`src/rtl/resp_enc_pkg.sv`:
```
package resp_enc_pkg;
  // Which group the sequencer loads at the next strobe once the shifter is empty.
  typedef enum logic [1:0] {
    PH_SOF = 2'd0,
    PH_NIB = 2'd1,
    PH_EOF = 2'd2,
    PH_FIN = 2'd3
  } phase_e;
endpackage

```
`src/rtl/resp_byte_hold.sv`:
```
module resp_byte_hold #(
  parameter int DATA_W = 8
) (
  input  logic              clk,
  input  logic              rst_n,
  input  logic              in_valid,
  input  logic [DATA_W-1:0] in_data,
  input  logic              in_last,
  output logic              in_ready,
  output logic              accept,
  input  logic              take,
  input  logic              frame_end,
  output logic              held_full,
  output logic [DATA_W-1:0] held_data,
  output logic              held_last
);
  logic full_q;
  logic lock_q;
  logic last_q;
  logic [DATA_W-1:0] data_q;

  assign in_ready  = !full_q && !lock_q;
  assign accept    = in_valid && in_ready;
  assign held_full = full_q;
  assign held_data = data_q;
  assign held_last = last_q;

  always_ff @(posedge clk or negedge rst_n) begin
    if (!rst_n) begin
      full_q <= 1'b0;
      lock_q <= 1'b0;
      last_q <= 1'b0;
      data_q <= '0;
    end else begin
      if (accept) begin
        full_q <= 1'b1;
        data_q <= in_data;
        last_q <= in_last;
      end else if (take) begin
        full_q <= 1'b0;
      end
      // once the closing byte is in, nothing more enters until the frame ends
      if (accept && in_last) lock_q <= 1'b1;
      else if (frame_end)    lock_q <= 1'b0;
    end
  end
endmodule

```
`src/rtl/resp_group_coder.sv`:
```
module resp_group_coder #(
  parameter int DATA_W = 8,
  parameter int GRP_W  = 8,
  parameter int IDX_W  = 1
) (
  input  logic [DATA_W-1:0] word,
  input  logic [IDX_W-1:0]  sel,
  output logic [GRP_W-1:0]  code
);
  localparam int HALF = GRP_W / 2;

  logic [HALF-1:0] chunk;
  assign chunk = word[int'(sel)*HALF +: HALF];

  // bit b of the chunk lands at pair b counted from the top: first on air
  for (genvar b = 0; b < HALF; b++) begin : g_pair
    assign code[GRP_W-1-2*b -: 2] = chunk[b] ? 2'b01 : 2'b10;
  end
endmodule

```
`src/rtl/resp_symbol_shifter.sv`:
```
module resp_symbol_shifter #(
  parameter int GRP_W = 8
) (
  input  logic             clk,
  input  logic             rst_n,
  input  logic             tick,
  input  logic             load,
  input  logic [GRP_W-1:0] load_grp,
  output logic             sym_out,
  output logic             empty
);
  localparam int CNT_W = $clog2(GRP_W + 1);

  logic [GRP_W-1:0] sr_q;
  logic [CNT_W-1:0] left_q;
  logic             sym_q;

  assign sym_out = sym_q;
  assign empty   = (left_q == '0);

  always_ff @(posedge clk or negedge rst_n) begin
    if (!rst_n) begin
      sr_q   <= '0;
      left_q <= '0;
      sym_q  <= 1'b0;
    end else if (tick) begin
      if (load) begin
        sym_q  <= load_grp[GRP_W-1];
        sr_q   <= load_grp << 1;
        left_q <= CNT_W'(GRP_W - 1);
      end else if (left_q != '0) begin
        sym_q  <= sr_q[GRP_W-1];
        sr_q   <= sr_q << 1;
        left_q <= left_q - 1'b1;
      end else begin
        sym_q  <= 1'b0;
      end
    end
  end
endmodule

```
`src/rtl/resp_manchester_enc.sv`:
```
module resp_manchester_enc
  import resp_enc_pkg::*;
#(
  parameter int             DATA_W  = 8,
  parameter int             GRP_W   = 8,
  parameter logic [GRP_W-1:0] SOF_PAT = 8'b0001_1101,
  parameter logic [GRP_W-1:0] EOF_PAT = 8'b1011_1000
) (
  input  logic              clk,
  input  logic              rst_n,
  input  logic              sym_tick,
  input  logic              in_valid,
  input  logic [DATA_W-1:0] in_data,
  input  logic              in_last,
  output logic              in_ready,
  output logic              sym_out,
  output logic              done
);
  localparam int BITS_PER_GRP = GRP_W / 2;
  localparam int GRPS         = DATA_W / BITS_PER_GRP;
  localparam int IDX_W        = (GRPS > 1) ? $clog2(GRPS) : 1;
  localparam logic [IDX_W-1:0] LAST_IDX = IDX_W'(GRPS - 1);

  logic              accept, take, frame_end;
  logic              held_full, held_last;
  logic [DATA_W-1:0] held_data;
  logic              load, grp_empty, step;
  logic [GRP_W-1:0]  load_grp, coded;
  logic [DATA_W-1:0] code_word;
  logic              cur_last;

  phase_e            phase_q;
  logic              busy_q, done_q;
  logic [IDX_W-1:0]  nib_q;
  logic [DATA_W-1:0] stash_q;
  logic              stash_last_q;

  resp_byte_hold #(.DATA_W(DATA_W)) u_hold (
    .clk       (clk),
    .rst_n     (rst_n),
    .in_valid  (in_valid),
    .in_data   (in_data),
    .in_last   (in_last),
    .in_ready  (in_ready),
    .accept    (accept),
    .take      (take),
    .frame_end (frame_end),
    .held_full (held_full),
    .held_data (held_data),
    .held_last (held_last)
  );

  // group 0 of a byte codes straight from the holding register
  assign code_word = (nib_q == '0) ? held_data : stash_q;
  assign cur_last  = (nib_q == '0) ? held_last : stash_last_q;

  resp_group_coder #(.DATA_W(DATA_W), .GRP_W(GRP_W), .IDX_W(IDX_W)) u_coder (
    .word (code_word),
    .sel  (nib_q),
    .code (coded)
  );

  resp_symbol_shifter #(.GRP_W(GRP_W)) u_shift (
    .clk      (clk),
    .rst_n    (rst_n),
    .tick     (sym_tick),
    .load     (load),
    .load_grp (load_grp),
    .sym_out  (sym_out),
    .empty    (grp_empty)
  );

  assign step = sym_tick && busy_q && grp_empty;
  assign done = done_q;

  always_comb begin
    load      = 1'b0;
    take      = 1'b0;
    frame_end = 1'b0;
    load_grp  = coded;
    unique case (phase_q)
      PH_SOF: begin
        load     = step;
        load_grp = SOF_PAT;
      end
      PH_NIB: begin
        if (nib_q == '0) begin
          load = step && held_full;
          take = load;
        end else begin
          load = step;
        end
      end
      PH_EOF: begin
        load     = step;
        load_grp = EOF_PAT;
      end
      PH_FIN: frame_end = step;
      default: ;
    endcase
  end

  always_ff @(posedge clk or negedge rst_n) begin
    if (!rst_n) begin
      phase_q      <= PH_SOF;
      busy_q       <= 1'b0;
      done_q       <= 1'b0;
      nib_q        <= '0;
      stash_q      <= '0;
      stash_last_q <= 1'b0;
    end else begin
      done_q <= 1'b0;
      if (!busy_q) begin
        if (accept) begin
          busy_q  <= 1'b1;
          phase_q <= PH_SOF;
          nib_q   <= '0;
        end
      end else if (step) begin
        unique case (phase_q)
          PH_SOF: begin
            phase_q <= PH_NIB;
            nib_q   <= '0;
          end
          PH_NIB: begin
            if (load) begin
              if (nib_q == '0) begin
                stash_q      <= held_data;
                stash_last_q <= held_last;
              end
              if (nib_q == LAST_IDX) begin
                nib_q   <= '0;
                phase_q <= cur_last ? PH_EOF : PH_NIB;
              end else begin
                nib_q <= nib_q + 1'b1;
              end
            end
          end
          PH_EOF: phase_q <= PH_FIN;
          PH_FIN: begin
            busy_q <= 1'b0;
            done_q <= 1'b1;
          end
          default: ;
        endcase
      end
    end
  end
endmodule

```
`config.mk`:
```
export PLATFORM = sky130hd
export DESIGN_NAME = resp_manchester_enc
export DESIGN_NICKNAME = d
export VERILOG_FILES = /design/src/rtl/resp_enc_pkg.sv /design/src/rtl/resp_byte_hold.sv /design/src/rtl/resp_group_coder.sv /design/src/rtl/resp_symbol_shifter.sv /design/src/rtl/resp_manchester_enc.sv
export SDC_FILE = /design/constraint.sdc
export NUM_CORES = 1
export LEC_CHECK = 0
export BUFFER_PORTS_ARGS = -buffer_cell sky130_fd_sc_hd__buf_2
export CAP_MARGIN = 20
export CORE_MARGIN = 3
export CORE_UTILIZATION = 55
export CTS_CLUSTER_DIAMETER = 200
export CTS_CLUSTER_SIZE = 12
export DETAILED_ROUTE_END_ITERATION = 10
export PLACE_DENSITY_LB_ADDON = 0.2
export SYNTH_ARGS = -nofsm -noshare
export SYNTH_HDL_FRONTEND = slang
export SYNTH_SLANG_ARGS = --single-unit
```
`constraint.sdc`:
```
create_clock -name clk -period 6 [get_ports clk]
set_input_delay 0.9 -clock clk [delete_from_list [all_inputs] [get_ports clk]]
set_output_delay 0.9 -clock clk [all_outputs]
set_load 0.1 [all_outputs]
```
# Word-level counts from Yosys, hierarchy flattened
# Index checks and enable logic that the tools add are counted.
dict set report op_classes {
  bitwise 0
  mux 42
  n_div 0
  n_reduce_logical 20
  n_addsub 2
  magnitude_cmp 0
  n_shift 1
  n_eq_ne 8
  multipliers 0
}
# op count
set ops {}
lappend ops {{$mux W8} 3}
lappend ops {{$mux W1} 23}
lappend ops {{$mux W2} 10}
lappend ops {{$pmux W8 S2} 1}
lappend ops {{$mux W4} 2}
lappend ops {{$reduce_and A4 Y1} 2}
lappend ops {{$reduce_bool A2 Y1} 4}
lappend ops {{$shiftx A8 B4 Y4} 1}
lappend ops {{$logic_and A1 B1 Y1} 6}
lappend ops {{$ne A3 B3 Y1 const B} 2}
lappend ops {{$pmux W2 S3} 1}
lappend ops {{$reduce_and A5 Y1} 1}
lappend ops {{$eq A2 B2 Y1 const B} 2}
lappend ops {{$logic_not A4 Y1} 1}
lappend ops {{$ne A4 B1 Y1 const B} 1}
lappend ops {{$pmux W1 S2} 2}
lappend ops {{$reduce_bool A4 Y1} 1}
lappend ops {{$sub A4 B1 Y4 const B} 1}
lappend ops {{$ne A3 B1 Y1 const B} 1}
lappend ops {{$eq A2 B1 Y1 const B} 1}
lappend ops {{$logic_not A1 Y1} 2}
lappend ops {{$logic_not A2 Y1} 1}
lappend ops {{$ne A2 B2 Y1 const B} 1}
lappend ops {{$reduce_and A2 Y1} 1}
lappend ops {{other kinds (2)} 2}
dict set report totals {
  wordCells 86
  n_memories 0
  romBits 0
  latch_bits 0
  register_bits 38
  mem_bits_rw 0
}

# Longest topological paths before layout
dict set report logic_depth {
  word_depth 9
  mapped_depth 7
}

# Hierarchy
# Synthesis repeated with hierarchy kept, for this count alone.
dict set report hier_totals {
  cells_unflattened 174
  hier_area_um2 2070.7
}
# module instances seq_area_each_um2 area_per_inst_um2 cells_per_inst
set modules_own_cells {}
lappend modules_own_cells {resp_manchester_enc 1 350.3 907.1 86}
lappend modules_own_cells {resp_symbol_shifter 1 300.3 621.8 52}
lappend modules_own_cells {resp_byte_hold 1 275.3 430.4 27}
lappend modules_own_cells {resp_group_coder 1 0.0 111.4 9}

# Worst setup path after synthesis
# No wires, ideal clock.
dict set report synth_timing {
  path_kind {register to output}
  start {reg u_hold.full_q, in the netlist u_hold.held_full}
  end {out in_ready}
  setup_slack_ns 3.429
  path_buffers 0
  t_arrival_ns 1.671
  path_stages_with_launch 2
  path_cell_list {dfrtp_1 -> nor2_1}
}
dict set report synth_between {
  elab_chain_len 2
}
# element line
set synth_rtl {}
lappend synth_rtl {{from (decl)} resp_byte_hold.sv:17} ;# logic full_q;
lappend synth_rtl {{from (signal assigned)} resp_byte_hold.sv:30} ;# full_q <= 1'b0;
lappend synth_rtl {{from (signal assigned)} resp_byte_hold.sv:36} ;# full_q <= 1'b1;
lappend synth_rtl {{from (signal assigned)} resp_byte_hold.sv:40} ;# full_q <= 1'b0;
lappend synth_rtl {{$logic_not A1 Y1} resp_byte_hold.sv:22} ;# assign in_ready = !full_q && !lock_q;
lappend synth_rtl {{$logic_and A1 B1 Y1} resp_byte_hold.sv:22}
lappend synth_rtl {{to (decl)} resp_manchester_enc.sv:15} ;# output logic in_ready,
# Every way passes these cells.

# Worst setup path in the final report
# Same ends and word-level chain as after synthesis.

==> metrics.md <==
| Metric | Value |
|---|---|
| Status | `complete, no violations` |
| Post-CTS Setup Bufs | `0` |
| Fin crit share | `0.373` |
| Final setup viols | `0` |
| CTS H-tree lvls | `2` |
| Max VDD drop | `between 0.2 and 0.3 mV` |
| Element type at the critical path end | `output pin` |
| Later-pin clock latency in the skew report | `between 0.3 and 0.4 ns` |
| Asr flop ratio synth | `1.00` |
| Clock skew | `0.0109 ns` |
| Yosys warning count | `0` |
| Setup CP Type | `flip-flop to output pin` |
| Final RePlAce weighted congestion | `0.817` |
| Pre-antenna DRT Iters | `4` |
| Finished Cell Area | `about 1800 µm²` |
| Root Driver | `clkbuf_4` |
| Mux cell area share after synthesis | `0.139` |
| Cell Chain, Critical Path | `nor2_1 > buf_2` |
| Hold_buf cts | `0` |
| Dpl hpwl | `2170 µm` |
| Startpoint Class | `flip-flop` |
| Fin crit period | `2.24 ns` |
| Initial antenna violation count | `0` |
| Nets | `178` |
| Clock buffer depth | `2` |
| # rows | `19` |
| Core Region | `2810 µm²` |
| TNS Setup | `0 ns` |
| RSZ-0062 raised after global routing | `false` |
| Simple-Gate Fraction of Synth Area | `0.132` |
| Adder and majority gate portion of the synthesized area | `0.0530` |
| Critical path data required time | `5.10 ns` |
| # IOs | `16` |
| Max-cap viol count | `0` |
| First-pass GRT wire length | `4980 µm` |
| Largest net degree at the start of global routing | `34` |
| Mapped cell area | `1650 µm²` |
| Die Ht | `60.8 µm` |
| GRT Total Usage | `0.190` |
| CP max-delay cell | `dfrtp_1` |
| Post-synthesis sequential area ratio | `0.500` |
| Finished Core Util | `0.653` |
| Avg WL per Cell | `16.0 µm` |
| Via count | `around 1100` |
| Die Width | `60.8 µm` |
| Worst-Margin Slew | `0.889 ns` |
| CTS resizes | `0` |
| Family with the most delay on the worst path | `flip-flops` |
| Starting Density | `0.589` |
| Xor/xnor share of the synthesized area | `0` |
| Fmax | `447 MHz` |
| Post-placement cell count | `182` |
| Placed Area | `around 1700 µm²` |
| Largest family of logic cells by synthesized area | `compound AO/OA/AOI/OAI gates` |
| Synth Instances | `141` |
| Final Hold Viols | `0` |
| Hold WC Path Type | `flip-flop to flip-flop` |
| CTS tree | `built` |
| Fillers | `about 240` |
| Post-synth EDFFs | `0` |
| Die area | `3700 µm²` |
| Antenna-violating nets left | `0` |
| Number of buffers created by CTS | `5` |
| WP buf/inv | `1` |
| WL final | `3040 µm` |
| Fin cells | `190` |
| Synth Area in Compound Gates | `0.141` |
| Register area | `826 µm²` |
| Grt ovf | `0` |
| Worst-path clk slew | `0.10 ns` |
| DRT iter0 DRCs | `35` |
| Primary FF master, synth | `dfrtp_1` |
| Worst-path maximum fanout | `5` |
| Vias in the first global route | `1067` |
| Port Buffers | `15` |
| Post-route DRC | `0` |
| Avg Synthesized Cell Area | `between 10 and 15 µm²` |
| Area growth syn-to-layout | `10.9%` |
| Worst slew margin | `0.405` |
| Syn Nets | `161` |
| Largest stage delay, worst path | `0.45 ns` |
| P per Cell Area | `498 nW/µm²` |
| Lkg Pwr | `0.852 nW` |
| Crit path DAT | `1.34 ns` |
| #FFs+latches synth | `33` |
| Max-slew violations | `0` |
| Fraction of layout instances using a drive strength above 1 | `0.308` |
| Footprint of the multi-input gates | `~770 µm²` |
| Ant diodes | `0` |
| CTS sink cnt | `33` |
| Via/cell ratio | `5.93` |
| Synth cell types | `38` |
| Overall power | `0.000913 W` |
layout make-up:
class / count / share of cell area
multi-input cells: 94 / 0.422
well taps: 31 / 0.0212
inverters: 9 / 0.0184
flip-flops and latches: 33 / 0.451
clock buffers: 7 / 0.0301
repair buffers: 15 / 0.0410
clock inverters: 1 / 0.0164
cell usage after synthesis, types with 2 or more instances:
library cell,count,area share
inv_1,9,0.020
o21ai_0,3,0.0091
and3_2,2,0.0091
mux2i_1,5,0.030
nor2_1,9,0.020
a21oi_1,7,0.021
a21o_1,2,0.0091
dfrtp_1,33,0.50
buf_2,4,0.012
ha_1,7,0.053
nand3_1,2,0.0061
mux2_2,16,0.11
o21a_1,2,0.0091
nor3_1,6,0.018
a221o_1,4,0.024
o22ai_1,2,0.0076
nand2_1,7,0.016
per-layer routing:
| metal | vias to the layer above | wire, µm | global-route usage |
|---|---|---|---|
| met5 | - | 0 | 0 |
| met4 | 0 | 53 | 0.0929 |
| met3 | 7 | 129 | 0.0638 |
| met2 | 29 | 1520 | 0.311 |
| met1 | 551 | 1330 | 0.225 |
| li1 | 540 | - | - |
stage by stage:
step | worst slack (ns) | hold slack (ns)
floorplan | 3.43 | 0.457
global placement | 3.58 | 0.475
detailed placement | 3.47 | 0.484
CTS | 3.75 | 0.505
global route | 3.69 | 0.531
finish | 3.76 | 0.502
state kept, by name (all words and copies together), names as in the netlist, 2 cells and up:
register and cells:
u_hold.held_data 8, u_shift.sr_q 7, stash_q 4, u_shift.left_q 4, phase_q 2
worst paths after layout:
kind | from | endpoint | slack, ns | cells after the start
min in group asynchronous | rst_n | u_shift.left_q[1]$_DFFE_PN0P_ | 0.60 | 1
max in group asynchronous | rst_n | nib_q$_DFFE_PN0P_ | 4.93 | 1
hold reg to reg | u_shift.left_q[0]$_DFFE_PN0P_ | u_shift.left_q[0]$_DFFE_PN0P_ | 0.50 | 1
setup / recovery | u_hold.held_full$_DFFE_PN0P_ | in_ready | 3.76 | 2
setup reg to reg | phase_q[0]$_DFFE_PN0P_ | phase_q[0]$_DFFE_PN0P_ | 3.83 | 6
hold / removal | u_shift.left_q[0]$_DFFE_PN0P_ | u_shift.left_q[0]$_DFFE_PN0P_ | 0.50 | 1
cells in the final DEF (no fill, tap or decap), types with 2 or more instances in the layout:
cell type and instances:
a21oi_1 7, and3_2 2, mux2i_1 5, o21ai_0 3, nand3_1 2, mux2_2 16, ha_1 7, buf_2 15
dfrtp_1 33, o22ai_1 2, clkbuf_4 5, nor2_1 9, nor3_1 6, o21a_1 2, nand2_1 7, inv_1 9
a221o_1 4, a21o_1 2
cells by family (layout without fill, tap and decap cells):
group                    after synthesis  after routing
adder cells (fa/ha/maj)                7              7
AND/OR/NAND/NOR                       36             36
multiplexers                          21             21
flip-flops                            33             33
buffers and inverters                 14             32
AO/OA/AOI/OAI                         30             30
worst reg2reg max path, cell delays in order (launching register included):
cell,delay [ns]
dfrtp_1,0.49
inv_1,0.10
ha_1,0.33
nor2_1,0.29
o22ai_1,0.11
a21boi_0,0.34
mux2_2,0.39
report_power, final:
part,internal [W],switching (W)
clock network,0.0000995,0.0000740
logic,0.000151,0.000200
registers,0.000311,0.0000767
total,0.000562,0.000351
No activity file was read; power rests on OpenSTA's default activity.
